[src/rtl/dmc_pkg.sv]
package dmc_pkg;
    localparam int WORD_W      = 256;
    localparam int LANE_W      = 32;
    localparam int LANES       = WORD_W / LANE_W;
    localparam int LANE_IDX_W  = $clog2(LANES);
    localparam int WORD_BYTE_W = $clog2(WORD_W / 8);
    localparam int LANE_BYTE_W = $clog2(LANE_W / 8);

    typedef logic [WORD_W-1:0] word_t;
    typedef logic [LANE_W-1:0] lane_t;

    // registered response and sticky fault of the top level
    typedef struct packed {
        logic  rsp_valid;
        logic  rsp_fault;
        word_t rdata;
        logic  fault;
    } port_state_t;
endpackage

[src/rtl/dmc_pend_queue.sv]
module dmc_pend_queue
    import dmc_pkg::*;
#(
    parameter int MEM_WORDS  = 8,
    parameter int PEND_DEPTH = 2,
    localparam int IDX_W     = $clog2(MEM_WORDS),
    localparam int CNT_W     = $clog2(PEND_DEPTH + 1)
) (
    input  logic                                   clk,
    input  logic                                   rst_n,
    input  logic                                   clear,
    input  logic                                   push,
    input  logic                                   push_wide,
    input  logic [IDX_W-1:0]                       push_idx,
    input  logic [LANE_IDX_W-1:0]                  push_lane,
    input  word_t                                  push_data,
    output logic [CNT_W-1:0]                       count,
    output logic [PEND_DEPTH-1:0]                  ent_wide,
    output logic [PEND_DEPTH-1:0][IDX_W-1:0]       ent_idx,
    output logic [PEND_DEPTH-1:0][LANE_IDX_W-1:0]  ent_lane,
    output logic [PEND_DEPTH-1:0][WORD_W-1:0]      ent_data
);
    typedef struct packed {
        logic [CNT_W-1:0]                      count;
        logic [PEND_DEPTH-1:0]                 wide;
        logic [PEND_DEPTH-1:0][IDX_W-1:0]      idx;
        logic [PEND_DEPTH-1:0][LANE_IDX_W-1:0] lane;
        logic [PEND_DEPTH-1:0][WORD_W-1:0]     data;
    } queue_t;

    queue_t queue_d, queue_q;

    always_comb begin
        queue_d = queue_q;
        if (clear) begin
            queue_d.count = '0;
        end
        // a push in the clearing cycle lands in the freshly emptied buffer
        if (push && (queue_d.count < CNT_W'(PEND_DEPTH))) begin
            queue_d.wide[queue_d.count] = push_wide;
            queue_d.idx[queue_d.count]  = push_idx;
            queue_d.lane[queue_d.count] = push_lane;
            queue_d.data[queue_d.count] = push_data;
            queue_d.count               = queue_d.count + 1'b1;
        end
    end

    always_ff @(posedge clk) begin
        if (!rst_n) begin
            queue_q <= '0;
        end else begin
            queue_q <= queue_d;
        end
    end

    assign count    = queue_q.count;
    assign ent_wide = queue_q.wide;
    assign ent_idx  = queue_q.idx;
    assign ent_lane = queue_q.lane;
    assign ent_data = queue_q.data;
endmodule

[config.mk]
export PLATFORM = sky130hd
export DESIGN_NAME = dmc_pend_queue
export DESIGN_NICKNAME = d
export VERILOG_FILES = /design/src/rtl/dmc_pkg.sv /design/src/rtl/dmc_pend_queue.sv
export SDC_FILE = /design/constraint.sdc
export NUM_CORES = 1
export LEC_CHECK = 0
export BUFFER_PORTS_ARGS = -buffer_cell sky130_fd_sc_hd__buf_2
export CAP_MARGIN = 20
export CORE_AREA = 2 2 310 312
export DETAILED_ROUTE_END_ITERATION = 12
export DIE_AREA = 0 0 312 314
export PLACE_DENSITY_LB_ADDON = 0.3
export SYNTH_ARGS = -nofsm -noshare
export SYNTH_HDL_FRONTEND = slang
export SYNTH_SLANG_ARGS = --single-unit
[constraint.sdc]
create_clock -name clk -period 2.45 [get_ports clk]
set_input_delay 0.245 -clock clk [delete_from_list [all_inputs] [get_ports clk]]
set_output_delay 0.245 -clock clk [all_outputs]
set_load 0.05 [all_outputs]
==> impl_metrics.py <==
metrics = {
    "power": {
        "finalPower_w": 0.0221,
        "p_per_area_nw_per_um2": 730,
        "leakagePower_nw": 13.7,
        "ir_drop_mv": 0.456,
    },
    "place": {
        "place_congestion": 0.817,
        "port-buffer-count": 794,
        "dpl.hpwl_um": 56100,
    },
    "floorplan": {
        "rows": 113,
        "ioPinCount": 795,
        "fp.dieArea_um2": 98000,
        "initial_core_util_pct": 21.2,
        "die_h_um": 314,
        "die_w_um": 312,
        "core-area_um2": 94400,
    },
    "layout": {
        "fillerInstances": 10142,
        "syn2layout_area_growth_pct": 50.9,
        "nets": 3589,
        "drive_gt1_share_pct": 28.8,
    },
    "routing": {
        "via_count": 19131,
        "ant_nets": 0,
        "drt-initial-drc-count": 1060,
        "route.detailed.drc": 0,
        "drt-pass1-iter-count": 5,
        "wirelength_um": 77100,
        "wire_per_inst_um": 16.6,
        "via_per_inst": 4.13,
    },
    "global_routing": {
        "overflow": 0,
        "grt_pass1_vias": 19023,
        "grtUsageTotal_pct": 15.0,
        "grt_max_degree": 112,
        "antenna_found_initial": 3,
        "grt_pass1_wl_um": 115000,
    },
    "timing": {
        "skew_ps": 9.44,
        "setup_tns_ps": 0,
        "drv_slew": 0,
        "relSlewSlack_pct": 49.8,
        "rsz0062_at_grt": "false",
        "setup_viol": 0,
        "finalHoldViolations": 0,
        "min_period_ps": 1780,
        "worst_slew_pin_slew_ps": 754,
        "fmax_mhz": 562,
        "finalCritPeriodShare_pct": 72.6,
    },
    "setup_path": {
        "cp_slowest_cell": "dfxtp_1",
        "critPathLaunchType": "register",
        "cp_cell_sequence": "nor2_1 -> o21a_4 -> buf_12 -> buf_12 -> mux2i_1",
        "required_ps": 3010,
        "cp_slowest_stage_delay_ps": 370,
        "cp.arrival_ps": 2340,
        "r2r_start": "count[0]",
        "crit_fanout": 34,
        "rrSetupSlack_ps": 670,
        "crit_path_end_kind": "register",
        "crit_buf_inv": 2,
        "cpLargestDelayFamily": "buffers and inverters",
        "path_class": "reg -> reg",
        "r2r_cells": 5,
        "worst_path_most_repeated_cell": "buf_12",
    },
    "status": {
        "status": "finished clean",
    },
    "clocking": {
        "clockBufferDepth": 3,
        "cts-root-buf": "clkbuf_16",
        "clk_pin_slew_ps": 60,
        "cts_sinks": 528,
        "cts_buffers": 61,
        "cts_tree": "yes",
        "clkLatencyLatePin_ps": 640,
        "cts_max_level": 2,
        "ctsResizeCount": 0,
    },
    "synth": {
        "yosysWarnings": 0,
        "avgSynthCellArea_um2": 8.72,
        "synth-seq-area-share_pct": 52.7,
        "synth_area_um2": 20100,
        "yosysTopAreaCell": "dfxtp_1",
        "synthArstFlopShare_pct": 0,
        "synth_top_area_share_pct": 52.7,
        "synthTopCellsByArea": "dfxtp_1 (53%), nand2_1 (18%), mux2i_1 (11%)",
        "synth_seq_cells": 528,
        "synth.distinct_cells": 22,
        "ys.flop_type": "dfxtp_1",
        "synth_edf_count": 0,
        "netlist_instances": 2302,
        "syn_nets": 2570,
    },
    "job": {
        "maxCapViolCount": 0,
    },
    "min_path": {
        "min_from": "rst_n",
        "hold_path_class": "in -> reg",
        "worst_hold_path.num_cells": 3,
    },
}
[metal layers]
layer	share of wire, %	track usage [%]
met3	6.9	4.42
met2	49	26.1
met1	40	17.2
met4	3.9	5.94
met5	0	0
[layout by cell type (no fill, tap or decap)]
cell type,n
nand4bb_4,1
nor2_1,1
a21oi_1,1
inv_8,1
nand2b_1,1
and2_1,1
a21boi_0,223
dfxtp_1,528
nand2_1,988
and4bb_4,1
clkbuf_8,20
inv_2,1
buf_8,1
buf_12,17
nor2b_2,1
mux2i_1,230
buf_4,62
o21a_4,1
inv_1,1
clkbuf_16,61
buf_2,793
nand3_1,33
diode_2,3
bufinv_16,3
a21boi_1,74
dlygate4sd3_1,264
ha_1,1
clkbuf_1,15
clkinv_2,7
clkinvlp_4,1
o21ai_0,33
o21a_1,1
[synth_stat cells, drive strengths merged, types with 2 or more instances]
library cell / n
clkbuf: 106
mux2i: 230
nand3: 33
o21ai: 33
nand2: 988
inv: 2
dfxtp: 528
o21a: 2
buf: 75
a21boi: 297
[cell families after synthesis]
logic type	Yosys count	synth area share, %
compound gates	333	12.0
fa+ha+maj	1	0.0623
buf+inv	183	4.22
flops	528	52.7
mux	230	11.5
simple gates	1027	19.5
[layout make-up]
cell class | instances | area, um^2 | share of cell area (%)
tap | 1265 | 1580 | 5.23
inverter | 2 | 7.51 | 0.0248
clock inverter | 12 | 144 | 0.475
multi-input combinational | 1591 | 8680 | 28.7
timing repair buffer | 1137 | 7430 | 24.5
sequential | 528 | 10600 | 34.9
clock buffer | 96 | 1860 | 6.14
antenna | 3 | 7.51 | 0.0248
[worst min-delay path, cell delays in order]
cell     delay [ps]
buf_8           220
nand2_1         130
mux2i_1          60
[power by group]
| group | switching, W | leakage, nW | total, W | internal (W) |
|---|---|---|---|---|
| Sequential | 0.000200 | 4.31 | 0.00918 | 0.00898 |
| Clock | 0.00374 | 0.989 | 0.00920 | 0.00546 |
| Combinational | 0.00253 | 8.43 | 0.00373 | 0.00119 |
[stage by stage]
step | setup slack [ps] | std cells | hold slack (ps) | util, % | cell area, um^2
6_report | 670 | 4634 | 89.5 | 32.1 | 30300
5_1_grt | 528 | 4633 | 82.7 | 32.1 | 30300
4_1_cts | 627 | 4631 | 41.1 | 32.1 | 30300
3_5_place_dp | 630 | 4259 | 442 | 27.1 | 25600
3_3_place_gp | 702 | 4259 | 438 | 27.1 | 25600
2_1_floorplan | 161 | 2302 | 380 | - | 20100
[how the worst max path moves through the flow]
| stage | cells after the start | to | slack (ps) | startpoint |
|---|---|---|---|---|
| 3_5_place_dp | 5 | register | 630 | count[0] |
| 2_1_floorplan | 9 | register | 160 | count[1] |
| 5_1_grt | 7 | register | 530 | count[1] |
| 3_3_place_gp | 5 | register | 700 | count[0] |
| 6_report | 5 | register | 670 | count[0] |
| 4_1_cts | 5 | register | 630 | count[0] |
[what timing repair did]
item / CTS / global route
endpoints found under the hold margin: 523 / 0
hold buffers: 264 / 0
buffers inserted: 0 / 0
(Power assumes the default switching activity.)
